$ cat config.mk
export PLATFORM = sky130hd
export DESIGN_NAME = serprog_cmd_if
export DESIGN_NICKNAME = d
export VERILOG_FILES = /design/src/rtl/serprog_pkg.sv /design/src/rtl/serprog_sync_edge.sv /design/src/rtl/serprog_frame.sv /design/src/rtl/serprog_miso.sv /design/src/rtl/serprog_cmd_if.sv
export SDC_FILE = /design/constraint.sdc
export NUM_CORES = 1
export LEC_CHECK = 0
export BUFFER_PORTS_ARGS = -buffer_cell sky130_fd_sc_hd__buf_2
export CORE_ASPECT_RATIO = 0.9
export CORE_MARGIN = 3
export CORE_UTILIZATION = 40
export CTS_CLUSTER_DIAMETER = 200
export CTS_CLUSTER_SIZE = 14
export DETAILED_ROUTE_END_ITERATION = 16
export MAX_ROUTING_LAYER = met4
export PLACE_DENSITY = 0.71
export SYNTH_ARGS = -nofsm -noshare
export SYNTH_HDL_FRONTEND = slang
export SYNTH_HIERARCHICAL = 1
export SYNTH_SLANG_ARGS = --single-unit
$ cat constraint.sdc
create_clock -name clk -period 2.9 [get_ports clk]
set_clock_uncertainty 0.15 [all_clocks]
set_input_delay 0 -clock clk [delete_from_list [all_inputs] [get_ports clk]]
set_output_delay 0 -clock clk [all_outputs]
set_load 0.1 [all_outputs]
$ cat src/rtl/serprog_pkg.sv
package serprog_pkg;

  typedef enum logic [3:0] {
    K_NONE     = 4'd0,
    K_LD_FL_LO = 4'd1,
    K_LD_FL_HI = 4'd2,
    K_WR_FL_PG = 4'd3,
    K_RD_FL_LO = 4'd4,
    K_RD_FL_HI = 4'd5,
    K_LD_EE_PG = 4'd6,
    K_WR_EE_PG = 4'd7,
    K_WR_EE_BY = 4'd8,
    K_RD_EE    = 4'd9
  } req_kind_e;

  localparam logic [7:0] UNLOCK_B0 = 8'hAC;
  localparam logic [7:0] UNLOCK_B1 = 8'h53;

  // Map byte one of a frame to a request kind
  function automatic req_kind_e decode_op(input logic [7:0] op);
    case (op)
      8'h40:   return K_LD_FL_LO;
      8'h48:   return K_LD_FL_HI;
      8'h4C:   return K_WR_FL_PG;
      8'h20:   return K_RD_FL_LO;
      8'h28:   return K_RD_FL_HI;
      8'hC1:   return K_LD_EE_PG;
      8'hC2:   return K_WR_EE_PG;
      8'hC0:   return K_WR_EE_BY;
      8'hA0:   return K_RD_EE;
      default: return K_NONE;
    endcase
  endfunction

  function automatic logic is_read(input req_kind_e k);
    return (k == K_RD_FL_LO) || (k == K_RD_FL_HI) || (k == K_RD_EE);
  endfunction

  function automatic logic is_unlock(input logic [7:0] b0, input logic [7:0] b1);
    return (b0 == UNLOCK_B0) && (b1 == UNLOCK_B1);
  endfunction

endpackage

$ cat src/rtl/serprog_sync_edge.sv
module serprog_sync_edge #(
  parameter int STAGES = 2
) (
  input  logic clk,
  input  logic rst_n,
  input  logic sck_in,
  input  logic mosi_in,
  output logic sck_rise,
  output logic sck_fall,
  output logic mosi_s
);
  logic [STAGES-1:0] sck_pipe;
  logic [STAGES-1:0] mosi_pipe;
  logic              sck_q;

  always_ff @(posedge clk or negedge rst_n) begin
    if (!rst_n) begin
      sck_pipe  <= '0;
      mosi_pipe <= '0;
      sck_q     <= 1'b0;
    end else begin
      sck_pipe  <= {sck_pipe[STAGES-2:0], sck_in};
      mosi_pipe <= {mosi_pipe[STAGES-2:0], mosi_in};
      sck_q     <= sck_pipe[STAGES-1];
    end
  end

  assign sck_rise = sck_pipe[STAGES-1] & ~sck_q;
  assign sck_fall = ~sck_pipe[STAGES-1] & sck_q;
  assign mosi_s   = mosi_pipe[STAGES-1];
endmodule

$ cat src/rtl/serprog_frame.sv
module serprog_frame #(
  parameter int BYTE_W      = 8,
  parameter int FRAME_BYTES = 4,
  localparam int BIT_W      = $clog2(BYTE_W),
  localparam int IDX_W      = $clog2(FRAME_BYTES)
) (
  input  logic                                  clk,
  input  logic                                  rst_n,
  input  logic                                  clr,
  input  logic                                  rise,
  input  logic                                  mosi_s,
  output logic [BIT_W-1:0]                      bit_idx,
  output logic [IDX_W-1:0]                      byte_idx,
  output logic                                  byte_done,
  output logic [BYTE_W-1:0]                     byte_val,
  output logic [FRAME_BYTES-2:0][BYTE_W-1:0]    hdr
);
  logic [BYTE_W-2:0] rx_sh;

  assign byte_val  = {rx_sh, mosi_s};
  assign byte_done = rise && (bit_idx == BIT_W'(BYTE_W - 1));

  always_ff @(posedge clk or negedge rst_n) begin
    if (!rst_n) begin
      bit_idx  <= '0;
      byte_idx <= '0;
      rx_sh    <= '0;
    end else if (clr) begin
      bit_idx  <= '0;
      byte_idx <= '0;
      rx_sh    <= '0;
    end else if (rise) begin
      rx_sh   <= byte_val[BYTE_W-2:0];
      bit_idx <= bit_idx + 1'b1;
      if (byte_done)
        byte_idx <= (byte_idx == IDX_W'(FRAME_BYTES - 1)) ? '0 : byte_idx + 1'b1;
    end
  end

  // Header bytes kept for decoding when later bytes complete
  for (genvar i = 0; i < FRAME_BYTES - 1; i++) begin : g_hdr
    always_ff @(posedge clk or negedge rst_n) begin
      if (!rst_n)
        hdr[i] <= '0;
      else if (!clr && byte_done && byte_idx == IDX_W'(i))
        hdr[i] <= byte_val;
    end
  end
endmodule

$ cat src/rtl/serprog_miso.sv
module serprog_miso #(
  parameter int BYTE_W = 8
) (
  input  logic              clk,
  input  logic              rst_n,
  input  logic              fall,
  input  logic              at_boundary,
  input  logic              load_echo,
  input  logic [BYTE_W-1:0] echo_val,
  input  logic              load_rd,
  input  logic [BYTE_W-1:0] rd_val,
  output logic              miso
);
  logic [BYTE_W-1:0] pending;
  logic [BYTE_W-1:0] tx_sh;

  always_ff @(posedge clk or negedge rst_n) begin
    if (!rst_n) begin
      pending <= '0;
      tx_sh   <= '0;
    end else begin
      if (load_rd)
        pending <= rd_val;
      else if (load_echo)
        pending <= echo_val;
      if (fall) begin
        if (at_boundary)
          tx_sh <= pending;
        else
          tx_sh <= {tx_sh[BYTE_W-2:0], 1'b0};
      end
    end
  end

  assign miso = tx_sh[BYTE_W-1];
endmodule

$ cat src/rtl/serprog_cmd_if.sv
module serprog_cmd_if #(
  parameter int SYNC_STAGES = 2,
  parameter int BYTE_W      = 8,
  parameter int FRAME_BYTES = 4,
  localparam int ADDR_W     = 2 * BYTE_W,
  localparam int BIT_W      = $clog2(BYTE_W),
  localparam int IDX_W      = $clog2(FRAME_BYTES)
) (
  input  logic              clk,
  input  logic              rst_n,
  input  logic              prog_rst,
  input  logic              sck,
  input  logic              mosi,
  output logic              miso,
  output logic              prog_mode,
  output logic              req_valid,
  output logic [3:0]        req_kind,
  output logic [ADDR_W-1:0] req_addr,
  output logic [BYTE_W-1:0] req_data,
  input  logic [BYTE_W-1:0] rd_data
);
  import serprog_pkg::*;

  localparam logic [IDX_W-1:0] RD_SLOT   = IDX_W'(FRAME_BYTES - 2);
  localparam logic [IDX_W-1:0] LAST_SLOT = IDX_W'(FRAME_BYTES - 1);

  logic                               sck_rise;
  logic                               sck_fall;
  logic                               mosi_s;
  logic [BIT_W-1:0]                   bit_idx;
  logic [IDX_W-1:0]                   byte_idx;
  logic                               byte_done;
  logic [BYTE_W-1:0]                  byte_val;
  logic [FRAME_BYTES-2:0][BYTE_W-1:0] hdr;
  req_kind_e                          op_kind;
  req_kind_e                          kind_q;
  logic                               rd_issue;
  logic                               wr_issue;
  logic                               unlock_hit;
  logic                               load_rd;

  serprog_sync_edge #(.STAGES(SYNC_STAGES)) u_sync (
    .clk      (clk),
    .rst_n    (rst_n),
    .sck_in   (sck),
    .mosi_in  (mosi),
    .sck_rise (sck_rise),
    .sck_fall (sck_fall),
    .mosi_s   (mosi_s)
  );

  serprog_frame #(.BYTE_W(BYTE_W), .FRAME_BYTES(FRAME_BYTES)) u_frame (
    .clk       (clk),
    .rst_n     (rst_n),
    .clr       (prog_rst),
    .rise      (sck_rise),
    .mosi_s    (mosi_s),
    .bit_idx   (bit_idx),
    .byte_idx  (byte_idx),
    .byte_done (byte_done),
    .byte_val  (byte_val),
    .hdr       (hdr)
  );

  assign op_kind    = decode_op(hdr[0]);
  assign unlock_hit = byte_done && (byte_idx == LAST_SLOT) && is_unlock(hdr[0], hdr[1]);
  assign rd_issue   = byte_done && (byte_idx == RD_SLOT) && prog_mode && is_read(op_kind);
  assign wr_issue   = byte_done && (byte_idx == LAST_SLOT) && prog_mode &&
                      (op_kind != K_NONE) && !is_read(op_kind);

  always_ff @(posedge clk or negedge rst_n) begin
    if (!rst_n) begin
      prog_mode <= 1'b0;
      req_valid <= 1'b0;
      kind_q    <= K_NONE;
      req_addr  <= '0;
      req_data  <= '0;
    end else begin
      req_valid <= 1'b0;
      if (prog_rst) begin
        prog_mode <= 1'b0;
      end else begin
        if (unlock_hit)
          prog_mode <= 1'b1;
        if (rd_issue) begin
          req_valid <= 1'b1;
          kind_q    <= op_kind;
          req_addr  <= {hdr[1], byte_val};
          req_data  <= '0;
        end else if (wr_issue) begin
          req_valid <= 1'b1;
          kind_q    <= op_kind;
          req_addr  <= {hdr[1], hdr[2]};
          req_data  <= byte_val;
        end
      end
    end
  end

  assign req_kind = kind_q;
  assign load_rd  = req_valid && is_read(kind_q);

  serprog_miso #(.BYTE_W(BYTE_W)) u_miso (
    .clk         (clk),
    .rst_n       (rst_n),
    .fall        (sck_fall),
    .at_boundary (bit_idx == '0),
    .load_echo   (byte_done),
    .echo_val    (byte_val),
    .load_rd     (load_rd),
    .rd_val      (rd_data),
    .miso        (miso)
  );
endmodule

==> impl_metrics.toml <==
[sta]
setup_tns_ns = 0
fin_crit_sh = 0.9716
hold_viol = 0
setup_viol = 0
grt_setup_unrepaired = "true"
drv_slew = 0
worst_slew_pin_slew_ns = 0.5542
fmax_ghz = 0.3549
worst_hold_slack_ns = 0.03979
finalCriticalPeriod_ns = 2.818
slew_headroom = 0.6305

[synthesis]
yosysUniqueCellTypes = 52
yosys.cell_count.top_type = "dfrtp_1"
ys_seq_elements = 87
synth_seq_area_share = 0.5115
synth_edf_count = 0
syn_nets = 339
yosysTopAreaCellShare = 0.5115
syn_area_per_cell_um2 = 13.30
synth_cells = 320
synthTopCellsByArea = "dfrtp_1, mux2i_1, mux2_4"
ys_warn_count = 6
syn_area_um2 = 4257
synth_top_area_cell = "dfrtp_1"
synthTopCellsByCount = "dfrtp_1, mux2i_1, mux2_2"
ys_async_sr_fraction = 1.000
synth_flop_cell = "dfrtp_1"

[global_routing]
antenna_found_initial = 0
grt_start_max_net_pins = 43
grt.total_usage = 0.1611
gr-total-overflow = 0
grt_pass1_wl_mm = 14.71
grt_pass1_vias = 2853

[power_and_ir_drop]
netSwitchingFraction = 0.2265
seqPwrFrac = 0.512
p_clk_frac = 0.448
p_comb_frac = 0.040
net-switching-power_uw = 548.6
internal_power_uw = 1873
peakVddDrop_mv = 0.2905
p_leak_uw = 0.002521
power.total_uw = 2422
p_per_area_nw_per_um2 = 473.4

[placed_design]
gp_congestion = 0.8588
dp_hpwl_mm = 6.130
placed_cells_incl_taps = 493
portBuffers = 43

[detailed_routing]
firstDrtPassIters = 4
drt_iter0_markers = 117
wirelength_mm = 8.849
vias = 2737
vias_per_cell = 5.253
post-route-drc-count = 0
antenna_left = 0
post_drt_wl_per_cell_um = 16.98

[clock_tree]
postCtsSetupBuffers = 0
numCtsBuffers = 9
clk_latency_ns = 0.34
clk_pin_slew_ns = 0.07
cts_tree = "built"
clockBufferDepth = 2
clock-sinks = 87
htree_levels = 3
cts-root-buf = "clkbuf_16"

[die]
initial_core_util = 0.4136
dieArea_um2 = 11920
ios = 44
fp-row-count = 35
die_w_um = 114.7
die_h_um = 103.9
core_area_um2 = 10290

[setup_path]
worstPathRequired_ns = 2.98
worstPathMaxFanout = 8
r2r_cells = 7
r2r_slack_ns = 0.08
start_kind = "flip-flop"
crit_arrival_ns = 2.89
path_class = "flip-flop to flip-flop"
r2r-end = "req_addr[0]"
end_kind = "flip-flop"
r2r-start = "u_frame/hdr[2]"

[final_layout]
diodes = 0
fill_cells = 905
synthToLayoutAreaGrowth_pct = 20.19
nets = 406
drive_above_1_share = 0.3673
fin_cells = 521

[flow_run]
max_cap_viol_count = 0

[worst_hold_path]
worstHoldPathType = "input pin to async pin"

[outcome]
status = "finished, final reports clean"
-- critical path, cell delays in order, from the launching register on --
cell	delay, ns
dfrtp_2	0.45
or4b_1	0.58
a31oi_4	0.20
o211ai_2	0.14
a2111oi_4	0.38
buf_6	0.20
mux2_1	0.32
mux2_1	0.29
-- registers in the layout (all words and copies together) (netlist names) --
name              flops
prog_mode             1
req_addr             16
req_data              8
req_kind              4
req_valid             1
u_frame/bit_idx       3
u_frame/byte_idx      2
u_frame/hdr          24
u_frame/rx_sh         7
u_miso/pending        8
u_miso/tx_sh          8
u_sync/mosi_pipe      2
u_sync/sck_pipe       2
u_sync/sck_q          1
-- cells in the final DEF (no fill, tap or decap), types with 3 or more instances in the layout --
cell type and count:
mux2i_1 34, dfrtp_2 4, o211a_1 8, nand3_1 3, o2bb2ai_1 8, nand4b_4 3, dlygate4sd3_1 12, nor2_1 23
o21ai_1 8, a21oi_1 9, mux2_4 18, buf_4 18, clkinvlp_4 3, ha_1 6, mux2_2 24, nor3_1 4
dfrtp_1 83, mux2_1 9, inv_1 5, buf_2 42, nand2_1 8, clkbuf_16 9
-- through the flow --
step           utilization  worst slack (ns)  instance area (um^2)
6_report            0.4971           0.08230                  5116
5_1_grt             0.4971         0.0001890                  5116
4_1_cts             0.4920         0.0006117                  5064
3_5_place_dp        0.4523           0.01756                  4654
3_3_place_gp        0.4523           0.04050                  4654
2_1_floorplan            -           0.06897                  4257
-- logic make-up (layout without fill, tap and decap cells) --
family / after synthesis / after routing / share of synthesized area
AO/OA/AOI/OAI: 51 / 51 / 0.09407
buffers and inverters: 24 / 96 / 0.04203
AND/OR/NAND/NOR: 63 / 63 / 0.09554
adder cells (fa/ha/maj): 6 / 6 / 0.01764
flip-flops: 87 / 87 / 0.5115
XOR/XNOR: 3 / 3 / 0.006174
multiplexers: 86 / 86 / 0.2331
-- worst max path at each step --
stage | start | endpoint | cells past startpoint
3_3_place_gp | u_frame/hdr[5] | req_addr[0] | 7
5_1_grt | u_frame/hdr[6] | req_addr[0] | 7
4_1_cts | u_frame/hdr[2] | req_addr[0] | 7
3_5_place_dp | u_frame/hdr[5] | req_addr[0] | 7
6_report | u_frame/hdr[2] | req_addr[0] | 7
2_1_floorplan | u_frame/hdr[2] | req_addr[0] | 7
-- metal layers --
layer  wire, um  share of wire  vias to the layer above  GRT usage
li1           -              -                     1301          -
met1       4119           0.47                     1362     0.2168
met2       4118           0.47                       59     0.2406
met3        495          0.056                       15    0.04363
met4        115          0.013                        0    0.04610
met5          0              0                        -          -
-- power groups by stage --
stage	clock, uW	combinational (uW)	sequential [uW]
2_1_floorplan	0	47.6	1260
3_3_place_gp	0	83.3	1260
3_5_place_dp	0	85.6	1260
4_1_cts	1110	98.8	1240
5_1_grt	1170	108	1240
6_report	1090	96.6	1240
-- layout make-up --
type                       instances  area, um^2  share of cell area
inverter                           6       22.52            0.004402
tap                              129       161.4             0.03155
clock buffer                      10       239.0             0.04671
sequential                        87        2182              0.4265
timing repair buffer              74       496.7             0.09709
multi-input combinational        209        1969              0.3849
clock inverter                     6       45.04            0.008804
-- repair_timing --
item | CTS | global route
resized for setup | 2 | 12
hold endpoints to repair | 63 | 0
hold buffers | 12 | 0
setup endpoints to repair | 8 | 27
pin swaps | 0 | 1
Power figures use the tool's default switching activity.
